File: src/rtl/lfg_pkg.sv
package lfg_pkg;
  typedef enum logic [1:0] {
    MODE_ADD = 2'b00,
    MODE_SUB = 2'b01,
    MODE_ADC = 2'b10,
    MODE_SBB = 2'b11
  } lfg_mode_e;

  // Upper mode bit selects the chained (carry/borrow) variants.
  function automatic logic mode_chains(input logic [1:0] m);
    return m[1];
  endfunction
endpackage

File: src/rtl/lfg_history.sv
module lfg_history #(
  parameter int W = 16,
  parameter int S = 17,
  parameter int P = 5,
  localparam int IW = $clog2(S)
) (
  input  logic          clk_i,
  input  logic          rst_ni,
  input  logic          seed_we_i,
  input  logic [IW-1:0] seed_idx_i,
  input  logic [W-1:0]  seed_data_i,
  input  logic          push_i,
  input  logic [W-1:0]  push_data_i,
  output logic [W-1:0]  far_o,
  output logic [W-1:0]  near_o,
  output logic          full_o,
  output logic [IW-1:0] wp_o
);
  localparam int NEAR_OFS = S - P;

  logic [IW-1:0] wp_q;
  logic [S-1:0]  seen_q;
  logic [W-1:0]  slot_q [S];
  logic          seed_ok;
  logic [IW:0]   seed_sum;
  logic [IW-1:0] seed_slot;
  logic [IW:0]   near_sum;
  logic [IW-1:0] near_slot;

  assign seed_ok   = seed_we_i && (int'(seed_idx_i) < S);
  assign seed_sum  = {1'b0, wp_q} + {1'b0, seed_idx_i};
  assign seed_slot = (int'(seed_sum) >= S) ? IW'(int'(seed_sum) - S) : seed_sum[IW-1:0];
  assign near_sum  = {1'b0, wp_q} + (IW+1)'(NEAR_OFS);
  assign near_slot = (int'(near_sum) >= S) ? IW'(int'(near_sum) - S) : near_sum[IW-1:0];

  // One register per history slot; seed and push never collide (push excludes seed).
  for (genvar g = 0; g < S; g++) begin : g_slot
    logic hit_seed, hit_push;
    assign hit_seed = seed_ok && (seed_slot == IW'(g));
    assign hit_push = push_i && (wp_q == IW'(g));
    always_ff @(posedge clk_i) begin
      if (hit_seed)      slot_q[g] <= seed_data_i;
      else if (hit_push) slot_q[g] <= push_data_i;
    end
  end

  always_ff @(posedge clk_i) begin
    if (!rst_ni) begin
      wp_q   <= '0;
      seen_q <= '0;
    end else begin
      if (seed_ok) seen_q[seed_idx_i] <= 1'b1;
      if (push_i)  wp_q <= (int'(wp_q) == S-1) ? '0 : wp_q + 1'b1;
    end
  end

  assign far_o  = slot_q[wp_q];
  assign near_o = slot_q[near_slot];
  assign full_o = &seen_q;
  assign wp_o   = wp_q;
endmodule

File: src/rtl/lfg_alu.sv
module lfg_alu #(
  parameter int W = 16
) (
  input  logic [1:0]   mode_i,
  input  logic [W-1:0] far_i,
  input  logic [W-1:0] near_i,
  input  logic         cin_i,
  output logic [W-1:0] res_o,
  output logic         cout_o
);
  import lfg_pkg::*;
  logic [W:0] ext;
  logic [W:0] cin_ext;

  assign cin_ext = {{W{1'b0}}, cin_i};

  always_comb begin
    unique case (lfg_mode_e'(mode_i))
      MODE_ADD: ext = {1'b0, far_i} + {1'b0, near_i};
      MODE_SUB: ext = {1'b0, far_i} - {1'b0, near_i};
      MODE_ADC: ext = {1'b0, far_i} + {1'b0, near_i} + cin_ext;
      default:  ext = {1'b0, far_i} - {1'b0, near_i} - cin_ext;
    endcase
  end

  assign res_o  = ext[W-1:0];
  assign cout_o = ext[W];
endmodule

File: src/rtl/lfg_carry.sv
module lfg_carry (
  input  logic       clk_i,
  input  logic       rst_ni,
  input  logic [1:0] mode_i,
  input  logic       fire_i,
  input  logic       cout_i,
  output logic       cin_o,
  output logic       cy_o
);
  import lfg_pkg::*;
  logic [1:0] mode_q;
  logic       cy_q;
  logic       switched;

  assign switched = (mode_i != mode_q);
  assign cin_o    = mode_chains(mode_i) && !switched && cy_q;

  always_ff @(posedge clk_i) begin
    if (!rst_ni) begin
      mode_q <= MODE_ADD;
      cy_q   <= 1'b0;
    end else begin
      mode_q <= mode_i;
      if (fire_i && mode_chains(mode_i)) cy_q <= cout_i;
      else if (switched)                 cy_q <= 1'b0;
    end
  end

  assign cy_o = cy_q;
endmodule

File: src/rtl/lfg_gen.sv
module lfg_gen #(
  parameter int W = 16,
  parameter int S = 17,
  parameter int P = 5,
  localparam int IW = $clog2(S)
) (
  input  logic          clk_i,
  input  logic          rst_ni,
  input  logic [1:0]    mode_i,
  input  logic          seed_we_i,
  input  logic [IW-1:0] seed_idx_i,
  input  logic [W-1:0]  seed_data_i,
  input  logic          step_i,
  input  logic          out_ready_i,
  output logic [W-1:0]  out_data_o,
  output logic          out_valid_o
);
  logic [W-1:0]  far, near, res;
  logic          full, cin, cout, cy_q, fire;
  logic [IW-1:0] wp;

  assign fire = step_i && !seed_we_i && full && (!out_valid_o || out_ready_i);

  lfg_history #(.W(W), .S(S), .P(P)) u_hist (
    .clk_i(clk_i), .rst_ni(rst_ni),
    .seed_we_i(seed_we_i), .seed_idx_i(seed_idx_i), .seed_data_i(seed_data_i),
    .push_i(fire), .push_data_i(res),
    .far_o(far), .near_o(near), .full_o(full), .wp_o(wp)
  );

  lfg_carry u_cy (
    .clk_i(clk_i), .rst_ni(rst_ni), .mode_i(mode_i),
    .fire_i(fire), .cout_i(cout), .cin_o(cin), .cy_o(cy_q)
  );

  lfg_alu #(.W(W)) u_alu (
    .mode_i(mode_i), .far_i(far), .near_i(near), .cin_i(cin),
    .res_o(res), .cout_o(cout)
  );

  always_ff @(posedge clk_i) begin
    if (!rst_ni) begin
      out_valid_o <= 1'b0;
      out_data_o  <= '0;
    end else if (fire) begin
      out_valid_o <= 1'b1;
      out_data_o  <= res;
    end else if (out_ready_i) begin
      out_valid_o <= 1'b0;
    end
  end
endmodule

File: config.mk
export PLATFORM = sky130hd
export DESIGN_NAME = lfg_gen
export DESIGN_NICKNAME = d
export VERILOG_FILES = /design/src/rtl/lfg_pkg.sv /design/src/rtl/lfg_history.sv /design/src/rtl/lfg_alu.sv /design/src/rtl/lfg_carry.sv /design/src/rtl/lfg_gen.sv
export SDC_FILE = /design/constraint.sdc
export NUM_CORES = 1
export LEC_CHECK = 0
export CAP_MARGIN = 10
export CORE_AREA = 2 2 134 266
export CTS_BUF_LIST = sky130_fd_sc_hd__clkbuf_2
export DETAILED_ROUTE_END_ITERATION = 6
export DIE_AREA = 0 0 136 268
export DONT_BUFFER_PORTS = 1
export GPL_TIMING_DRIVEN = 0
export MAX_ROUTING_LAYER = met4
export PLACE_DENSITY = 0.76
export SLEW_MARGIN = 25
export SYNTH_ARGS = -nofsm -noshare
export SYNTH_HDL_FRONTEND = slang
export SYNTH_SLANG_ARGS = --single-unit
File: constraint.sdc
create_clock -name clk_i -period 14.3 [get_ports clk_i]
set_clock_uncertainty 0.15 [all_clocks]
set_input_delay 2.145 -clock clk_i [delete_from_list [all_inputs] [get_ports clk_i]]
set_output_delay 2.145 -clock clk_i [all_outputs]
set_load 0.01 [all_outputs]
==> results.toml, run 1 <==
[floorplanning]
rows = 96
die_h_um = 268
fp.dieW_um = 136
start_util_pct = 60.4
die_area_mm2 = 0.0364
ios = 45
core_area_mm2 = 0.0344

[timing]
fin_setup_tns_ps = 0
tightest_slew_ps = 1110
max_freq_mhz = 114
fin_crit_sh_pct = 61.6
period_needed_ps = 8800
grt_setup_unrepaired = "no"
slew_headroom_pct = 25.7
hold_violations = 0
timing.final.max_slew_violations = 0
setup_viol = 0

[outcome]
violations = "design-rule violations"
outcome = "complete, but fails checks"

[power_and_ir_drop]
pwr-share-comb_pct = 8.2
p_int_mw = 1.27
p_clk_share_pct = 32.8
peakVddDrop_uv = 81.7
power_frac_seq_pct = 58.9
power.switching_mw = 0.463
total_leakage_power_nw = 7.54
swShare_pct = 26.7
p_per_area_mw_per_mm2 = 78.8

[worst_hold_path]
hold_class = "register to register"
whs_path_depth = 2
holdCritStartpoint = "u_hist.seen_q[6]"
min_to = "u_hist.seen_q[6]"

[synth]
synth_seq_cells = 319
yosysUniqueCellTypes = 94
synth_area_mm2 = 0.0207
seq_area_frac_synth_pct = 43.9
synth_edf_count = 272
synth_ff_type = "edfxtp_1"
synth_cells = 1905
synth.net_count = 1991
synth_area_per_cell_um2 = 10.9
synthArstFlopShare_pct = 0
ys_warn_count = 0

[grt]
grt_pass1_wl_um = 97800
antenna_found_initial = 2
overflow = 0
grt_max_degree = 17
grtUsageTotal_pct = 38.1
grt_pass1_vias = 17227

[cts]
htree_levels = 2
cts_root_buf = "clkbuf_2"
clk-insertion-delay-late_ps = 980
cts_buffers = 61
hold_buffers = 0
post_cts_resized = 0
clk_path_buf_depth = 3
post_cts_buffers = 0
clock_sinks = 319
cts_tree = "yes"
clk_pin_slew_worst_paths_ps = 130

[setup_path]
worstReg2RegStart = "u_hist.wp_o[0]"
start_kind = "register"
path_max_fanout = 10
r2r_cells = 24
cp.required_ps = 14840
crit_slowest_cell = "o311ai_1"
cp.buffers_inverters = 3
r2r-end = "u_hist.slot_q[11][15]"
crit_family = "compound AO/OA/AOI/OAI gates"
critPathMaxStageDelay_ps = 870
rrSetupSlack_ps = 5500
cp_cell_sequence = "clkinv_1, ha_1, o21ai_2, a21oi_2, o21ai_4, nor2_1, a21oi_2, clkbuf_1, mux4_2, mux4_2, mux2_2, ha_1, fa_1, o21bai_2, nand3_1, a31oi_1, a21boi_2, mux2i_1, o311ai_1, and4bb_1, xnor2_1, mux2i_4, buf_6, o21ai_2"
crit_path_end_kind = "register"
path_class = "register to register"
cp.arrival_ps = 9350

[detailed_routing]
vias_per_cell = 6.88
drtIter0Drc = 1531
drt-wirelength-per-cell_um = 27.0
drt_pass1_iterations = 7
drc = 5
dr_total_vias = 16954
finalWirelength_um = 66600
antenna_left = 0

[run]
maxCapViolCount = 0

[placed_design]
io_buffers = 0
dp_cells = 2347
gp_congestion = 1.05
dpl.hpwl_um = 52700

[layout]
fin_cells = 2465
drive_gt1_share_pct = 19.7
fin_nets = 2055
final_common_cell = "edfxtp_1"
area_growth_pct = 5.85
layout_common_cells = "edfxtp_1 (272), nor2_1 (248), nand2_1 (224)"
fillers = 2754
-- power groups by stage --
stage / Clock, mW / Combinational (mW) / Sequential, mW
after global placement: 0 / 0.131 / 1.04
after global routing: 0.599 / 0.155 / 1.02
after detailed placement: 0 / 0.137 / 1.04
after CTS: 0.560 / 0.138 / 1.02
final: 0.568 / 0.142 / 1.02
after floorplan: 0 / 0.0977 / 1.04
-- registers in the layout (all words and copies together), names as in the netlist, named ones only --
name	flops
u_hist.slot_q	272
out_valid_o	1
u_cy.mode_q	2
out_data_o	16
u_cy.cy_o	1
u_hist.wp_o	5
u_hist.seen_q	17
-- through the flow --
stage          cell area [um^2]  worst slack (ps)  hold slack (ps)  total power [mW]  util [%]
3_3_place_gp              21300              5600              303              1.17      62.0
6_report                  22000              5500              341              1.73      63.9
3_5_place_dp              21300              5440              308              1.18      62.1
5_1_grt                   22000              5260              366              1.77      63.9
4_1_cts                   21900              5400              336              1.72      63.9
2_1_floorplan             20700              7670              286              1.14         -
-- Yosys cell counts (all sizes together), types with 3 or more instances --
master   number  share of area [%]
nand4        20               0.68
a21oi       191                4.7
o211ai        5               0.18
nor4          6               0.27
or2           3              0.090
mux2         31                1.7
a31oi        13               0.39
buf          53                1.3
nand2b        7               0.21
and3          4               0.12
a211oi       15               0.59
mux2i        12               0.82
nand3        36               0.87
and2         10               0.30
mux4        161                 17
nor4b         3               0.16
edfxtp      272                 39
ha           55                3.3
inv          45               0.83
clkbuf       94                1.7
dfxtp        47                4.5
nor3         21               0.58
o21bai        5               0.20
nor2b        13               0.46
nor2        250                4.6
or3           3               0.11
xor2         17               0.72
or3b          3               0.13
a221oi        3               0.16
fa            3               0.29
xnor2        47                2.1
o21ai       174                4.5
o311ai        3               0.13
o31ai         9               0.40
a2111oi       4               0.26
nand2       225                4.1
a21o          6               0.22
-- cell type report --
class,instances,area (um^2),area share [%]
Antenna cell,2,5.00,0.0228
Buffer,147,637,2.90
Clock buffer,90,450,2.05
Clock inverter,26,154,0.701
Inverter,47,179,0.815
Multi-Input combinational cell,1392,10900,49.5
Sequential cell,319,9110,41.5
Tap cell,441,552,2.51
Timing Repair Buffer,1,7.51,0.0342
-- tightest hold or removal path: stages (launching register included) --
cell and delay, ps:
dfxtp_1 350, a21oi_1 40, nor2_1 80
-- how the worst max path moves through the flow --
stage	from	to	slack, ps	cells past startpoint
finish	u_hist.wp_o[0]	u_hist.slot_q[11][15]	5500	24
global route	u_hist.wp_o[0]	u_hist.slot_q[1][15]	5260	24
CTS	u_hist.wp_o[0]	u_hist.slot_q[7][15]	5400	24
detailed placement	u_hist.wp_o[0]	u_hist.slot_q[16][15]	5440	24
global placement	u_hist.wp_o[0]	u_hist.slot_q[16][15]	5600	23
floorplan	u_hist.wp_o[0]	u_hist.slot_q[0][14]	7670	24
-- layer usage --
layer,part of all wire [%],track usage (%)
met5,0,-
met4,9.4,30.5
met3,8.4,5.94
met2,54,68.0
met1,28,35.2
-- cells by family after synthesis --
family          count (synthesis)  share of synthesized area [%]
buf+inv                       194                           3.90
flops                         319                           43.9
fa+ha+maj                      58                           3.61
mux                           204                           20.0
simple gates                  615                           13.1
compound gates                450                           12.6
xor+xnor                       65                           2.88
Power figures use the tool's default switching activity.
==> run 2, diff against run 1 <==
CORE_AREA = 2 2 135 268   (was 2 2 134 266)
DIE_AREA = 0 0 137 270   (was 0 0 136 268)
PLACE_DENSITY = 0.78   (was 0.76)
clock period = 7.4 ns   (was 14.3 ns; I/O delays follow)
==> results.toml, run 2 (synthesis gave the netlist of run 1 again) <==
[setup_path]
crit_path_end_kind = "register"
cp.required_ps = 7930
worstReg2RegStart = "u_hist.wp_o[3]"
path_max_fanout = 10
rrSetupSlack_ps = 130
path_class = "register to register"
cp.arrival_ps = 7800
start_kind = "register"
r2r_cells = 23
r2r-end = "u_hist.slot_q[2][7]"
critPathLaunch = "u_hist.wp_o[3]"

[detailed_routing]
drt_pass1_iterations = 6
antenna_left = 0
vias_per_cell = 6.94
drc = 0
drtIter0Drc = 1910
drt-wirelength-per-cell_um = 27.0
wl_met3_um = 6110
routed.top_layer = "met4"
wl_met1_um = 19000
finalWirelength_um = 67300
wl_met2_um = 35400
dr_total_vias = 17274

[timing]
tightest_slew_ps = 1200
setup_ws_ps = 130
fin_crit_sh_pct = 98.2
slew_headroom_pct = 20.3
max_freq_mhz = 138
whs_ps = 182
timing.final.max_slew_violations = 0
hold_violations = 0
period_needed_ps = 7270
setup_viol = 0

[power_and_ir_drop]
swShare_pct = 27.0
power.switching_mw = 0.924
p_int_mw = 2.49
power_frac_seq_pct = 57.7
p_clk_share_pct = 34.0
peakVddDrop_uv = 162
p_per_area_mw_per_mm2 = 153
total_leakage_power_nw = 7.74
pwr-share-comb_pct = 8.3

[cts]
cts_root_buf = "clkbuf_2"
hold_buffers = 0
clk_pin_slew_worst_paths_ps = 130
cts_tree = "yes"
clk_path_buf_depth = 3
htree_levels = 3
clk-insertion-delay-late_ps = 960
clock_sinks = 319
cts_buffers = 66

[run]
maxCapViolCount = 0

[grt]
grt_max_degree = 17
grt_pass1_wl_um = 99300
grtUsageTotal_pct = 37.9
grt_pass1_vias = 17713
overflow = 0
antenna_found_initial = 1

[worst_hold_path]
hold_class = "input pin to register"
min_to = "u_hist.seen_q[3]"
whs_path_depth = 2
holdCritStartpoint = "seed_idx_i[0]"

[placed_design]
dpl-instance-area_mm2 = 0.0214
dpl.hpwl_um = 52200
io_buffers = 0
gp_congestion = 1.00
pre_cts_slack_ps = -1390

[outcome]
outcome = "complete, no violations"

[floorplanning]
ios = 45
core_area_mm2 = 0.0350
fp.dieW_um = 137
rows = 97
die_h_um = 270
start_util_pct = 59.4
die_area_mm2 = 0.0370

[layout]
drive_gt1_share_pct = 21.9
layout_common_cells = "edfxtp_1 (272), nor2_1 (248), nand2_1 (224)"
design_area_mm2 = 0.0224
reg_top3 = "u_hist.slot_q (272), u_hist.seen_q (17), out_data_o (16)"
final_common_cell = "edfxtp_1"
largest_reg_flops = 272
fin_nets = 2082
area_growth_pct = 7.93
fillers = 2712
largest_register = "u_hist.slot_q"
## run 2: power by group through the flow
stage	registers (mW)	clock network, mW	logic (mW)
after floorplan	2.01	0	0.189
after global placement	2.01	0	0.250
after detailed placement	2.01	0	0.263
after CTS	1.97	1.14	0.271
after global routing	1.97	1.20	0.308
final	1.97	1.16	0.284
## run 2: cell type report
| cell class | count | area (um^2) | area share, % |
|---|---|---|---|
| Timing Repair Buffer | 23 | 198 | 0.883 |
| Clock buffer | 90 | 450 | 2.01 |
| Inverter | 47 | 180 | 0.805 |
| Multi-Input combinational cell | 1392 | 11000 | 49.3 |
| Clock inverter | 26 | 180 | 0.805 |
| Antenna cell | 1 | 2.50 | 0.0112 |
| Sequential cell | 319 | 9110 | 40.7 |
| Tap cell | 445 | 557 | 2.49 |
| Buffer | 147 | 682 | 3.05 |
## run 2: repair_timing
item,4_1_cts,5_1_grt
gates resized for setup,28,21
setup buffers,15,7
endpoints found under the setup margin,234,205
pin swaps,3,3
## run 2: per-layer routing
metal  track usage, %  vias to the layer above
li1                 -                     7347
met1             35.4                     8097
met2             65.5                     1358
met3             6.49                      472
met4             31.2                        0
met5                -                        -
## run 2: critical path: stages, from the launching register on
cell and delay, ps:
dfxtp_1 390, inv_1 180, ha_1 280, inv_2 70
o21ai_2 220, a21oi_2 70, o21ai_4 270, xnor2_4 190
buf_4 160, buf_4 280, mux4_2 570, mux4_2 510
mux2_2 320, ha_1 280, buf_2 230, inv_4 120
nand3_1 280, a31oi_1 310, a2111oi_4 630, nand2_1 130
xor2_1 180, a21oi_2 730, buf_2 370, a21oi_1 100
## run 2: worst max path at each step
stage	to	slack [ps]	cells past startpoint
final	u_hist.slot_q[2][7]	130	23
after CTS	u_hist.slot_q[8][9]	30	22
after global routing	u_hist.slot_q[16][15]	-20	26
after floorplan	u_hist.slot_q[16][14]	770	24
after global placement	u_hist.slot_q[6][9]	-1230	22
after detailed placement	u_hist.slot_q[13][15]	-1390	24
## run 2: through the flow
step	total power [mW]	util (%)	cells	setup TNS [ps]
after global placement	2.26	61.0	2350	-193840
after floorplan	2.20	-	1905	0
after CTS	3.38	63.6	2482	0
final	3.42	64.1	2490	0
after global routing	3.49	64.1	2490	-17.0
after detailed placement	2.27	61.1	2351	-195380
==> run 3, diff against run 2 <==
ABC_AREA = 1   (was not set)
CORE_AREA = 2 2 139 277   (was 2 2 135 268)
DIE_AREA = 0 0 141 279   (was 0 0 137 270)
PLACE_DENSITY = 0.79   (was 0.78)
==> results.toml, run 3 <==
[outcome]
outcome = "did not finish"
haltStage = "global routing (5_1_grt)"
tool.error = "[ERROR GRT-0116] Global routing finished with congestion. Check the congestion regions in the DRC Viewer."

[synth]
synth_seq_cells = 319
synth_area_per_cell_um2 = 7.32
ys_warn_count = 0
yosys.area.top_type = "edfxtp_1"
synth_common_cells = "nand2_1 (851), o21ai_0 (378), inv_1 (311)"
synth.top_cell.area_share_pct = 36.4
synthArstFlopShare_pct = 0
synth_edf_count = 272
seq_area_frac_synth_pct = 40.6
synth_cells = 3061
synth.most_common_cell = "nand2_1"
synth_area_mm2 = 0.0224
yosysUniqueCellTypes = 60
synth.net_count = 3147
netlist_top_cells_area = "edfxtp_1 (36%), nand2_1 (14%), o21ai_0 (8.4%), inv_1 (5.2%), nand3_1 (4.4%)"
synth_ff_type = "edfxtp_1"

[floorplanning]
ios = 45
fp.dieW_um = 141
start_util_pct = 60.3
rows = 100
die_h_um = 279

[grt]
grt_max_degree = 20
overflow = 81
grt_pass1_vias = 25915
grt_pass1_wl_um = 179000
grtUsageTotal_pct = 65.1

[cts]
cts_root_buf = "clkbuf_2"
clk_path_buf_depth = 3
hold_buffers = 0
htree_levels = 3
post_cts_buffers = 0
clock_sinks = 319
cts_buffers = 71

[placed_design]
gp_congestion = 1.25
io_buffers = 0
dpl.hpwl_um = 86600
run 3: cells by family after synthesis:
kind of cell / Yosys count / share of synthesized area [%]
AND/OR/NAND/NOR: 1323 / 24.8
AO/OA/AOI/OAI: 788 / 20.2
buffers and inverters: 550 / 9.83
flip-flops: 319 / 40.6
adder cells (fa/ha/maj): 58 / 3.34
XOR/XNOR: 23 / 1.18
run 3: what timing repair did:
| item | CTS |
|---|---|
| resized for setup | 3 |
| endpoints found under the hold margin | 0 |
| endpoints found under the setup margin | 31 |
run 3: routing by layer:
| layer | overflow | global-route usage [%] |
|---|---|---|
| met1 | 0 | 61.7 |
| met2 | 45 | 88.4 |
| met3 | 3 | 36.1 |
| met4 | 33 | 68.2 |
| met5 | - | - |
run 3: stage by stage:
stage	instances	hold WS (ps)	worst slack (ps)	util (%)	area (um^2)
detailed placement	3525	306	-228	62.1	23100
floorplan	3061	280	2400	-	22400
CTS	3650	69.5	23.3	63.8	23700
global placement	3520	295	-387	61.8	23000
==> run 4, diff against run 3 <==
CORE_AREA = 2 2 240 242   (was 2 2 139 277)
CTS_BUF_LIST = not set   (was sky130_fd_sc_hd__clkbuf_2)
DIE_AREA = 0 0 242 244   (was 0 0 141 279)
MAX_ROUTING_LAYER = not set   (was met4)
PLACE_DENSITY = not set   (was 0.79)
PLACE_DENSITY_LB_ADDON = 0.15   (was not set)
clock period = 9.6 ns   (was 7.4 ns; I/O delays follow)
==> results.toml, run 4 <==
[outcome]
outcome = "complete, no violations"

[placed_design]
dp_cells = 3820
dpl.hpwl_um = 88600
io_buffers = 0
pre_cts_slack_ps = 1860
gp_congestion = 1.03

[layout]
multiInputGateArea_mm2 = 0.0111
fin_nets = 3191
fin_cells = 3894
area_growth_pct = 10.0
drive_gt1_share_pct = 6.54
fin_util_pct = 43.9
fillers = 5875
final_common_cell = "nand2_1"
reg_top3 = "u_hist.slot_q (272), u_hist.seen_q (17), out_data_o (16)"
largest_reg_flops = 272
largest_register = "u_hist.slot_q"
regArea_mm2 = 0.00911
layout_common_cells = "nand2_1 (851), o21ai_0 (376), inv_1 (311)"

[synth]
synth_area_mm2 = 0.0224
synth.most_common_cell = "nand2_1"
yosysUniqueCellTypes = 60
synth_seq_cells = 319
synth_area_per_cell_um2 = 7.32
netlist_top_cells_area = "edfxtp_1 (36%), nand2_1 (14%), o21ai_0 (8.4%), inv_1 (5.2%), nand3_1 (4.4%)"
synth_cells = 3061
seq_area_frac_synth_pct = 40.6
synth_common_cells = "nand2_1 (851), o21ai_0 (378), inv_1 (311)"
yosys.area.top_type = "edfxtp_1"
synth.net_count = 3147
synth_edf_count = 272
synth_ff_type = "edfxtp_1"
synth.top_cell.area_share_pct = 36.4
synthArstFlopShare_pct = 0
ys_warn_count = 0

[detailed_routing]
drt-wirelength-per-cell_um = 30.1
drc = 0
vias_per_cell = 6.03
finalWirelength_um = 117000
antenna_left = 0
drt_pass1_iterations = 7
drtIter0Drc = 3214
dr_total_vias = 23471

[power_and_ir_drop]
p_per_area_mw_per_mm2 = 132
p_int_mw = 2.40
p_clk_share_pct = 45.0
pwr-share-comb_pct = 8.3
peakVddDrop_uv = 157
power.switching_mw = 0.849
swShare_pct = 26.1
total_leakage_power_nw = 10.3
power_frac_seq_pct = 46.7
total_power_mw = 3.25

[cts]
cts_tree = "yes"
post_cts_buffers = 0
clk_path_buf_depth = 3
hold_buffers = 0
clk-insertion-delay-late_ps = 570
cts_buffers = 39
htree_levels = 2
cts_root_buf = "clkbuf_16"
clk_pin_slew_worst_paths_ps = 60
post_cts_resized = 0
clock_sinks = 319

[setup_path]
cp.arrival_ps = 8180
crit_path_end_kind = "register"
critPathMaxStageDelay_ps = 880
path_class = "register to register"
crit_family = "buffers and inverters"
path_max_fanout = 10
start_kind = "register"
cp.buffers_inverters = 7
crit_slowest_cell = "buf_1"
cp.required_ps = 9720

[grt]
grt_pass1_vias = 22318
grtUsageTotal_pct = 39.1
grt_max_degree = 17
antenna_found_initial = 8
overflow = 0
grt_pass1_wl_um = 164000

[timing]
max_freq_mhz = 124
grt_setup_unrepaired = "no"
setup_ws_ps = 1530
period_needed_ps = 8070
fin_crit_sh_pct = 84.0
slew_headroom_pct = 15.6
timing.final.max_slew_violations = 0
tightest_slew_ps = 1270
hold_violations = 0
fin_setup_tns_ps = 0
setup_viol = 0

[worst_hold_path]
hold_class = "register to register"

[run]
maxCapViolCount = 0

[floorplanning]
die_area_mm2 = 0.0590
ios = 45
rows = 87
die_h_um = 244
start_util_pct = 39.9
fp.dieW_um = 242
core_area_mm2 = 0.0562
-- run 4: cell counts after synthesis --
Identical to the previous run, type by type.
-- run 4: area by class of cell --
class / count / area share [%]
sequential: 319 / 36.9
clock buffer: 56 / 4.60
buffer: 227 / 4.05
multi-input combinational: 2192 / 45.2
clock inverter: 14 / 0.310
inverter: 323 / 4.92
antenna: 4 / 0.0406
timing repair buffer: 3 / 0.0913
tap: 756 / 3.84
-- run 4: logic make-up (layout without fill, tap and decap cells) --
group	count (synthesis)	after routing	synth area share [%]
compound gates	788	788	20.2
xor+xnor	23	23	1.18
fa+ha+maj	58	58	3.34
buf+inv	550	623	9.83
flops	319	319	40.6
other cells	0	4	0
simple gates	1323	1323	24.8
-- run 4: power by group through the flow --
stage / logic (mW) / registers (mW) / clock network, mW
after floorplan: 0.156 / 1.55 / 0
final: 0.269 / 1.52 / 1.46
after global placement: 0.252 / 1.55 / 0
after CTS: 0.260 / 1.52 / 1.45
after detailed placement: 0.260 / 1.55 / 0
after global routing: 0.288 / 1.52 / 1.51
-- run 4: final timing paths --
kind	startpoint	slack [ps]	cells past startpoint	endpoint
setup / recovery	u_hist.wp_o[3]	1530	26	u_hist.slot_q[4][4]
hold / removal	u_hist.seen_q[4]	300	2	u_hist.seen_q[4]
setup reg to reg	u_hist.wp_o[3]	1530	26	u_hist.slot_q[4][4]
hold reg to reg	u_hist.seen_q[4]	300	2	u_hist.seen_q[4]
-- run 4: metal layers --
| layer | GRT usage (%) | vias to the layer above | part of all wire [%] |
|---|---|---|---|
| met5 | 0 | - | 0.010 |
| met4 | 23.1 | 2 | 6.9 |
| met3 | 10.0 | 352 | 11 |
| met2 | 59.8 | 1513 | 43 |
| met1 | 49.9 | 11172 | 39 |
| li1 | - | 10432 | - |
-- run 4: worst min-delay path: stages, from the launching register on --
cell and delay [ps]:
dfxtp_1 300, inv_1 50, a21oi_1 50
-- run 4: metrics by stage --
stage	cell area [um^2]	hold slack, ps
after floorplan	22400	280
after global placement	23400	292
after detailed placement	23400	294
after CTS	24600	302
after global routing	24600	327
final	24700	300
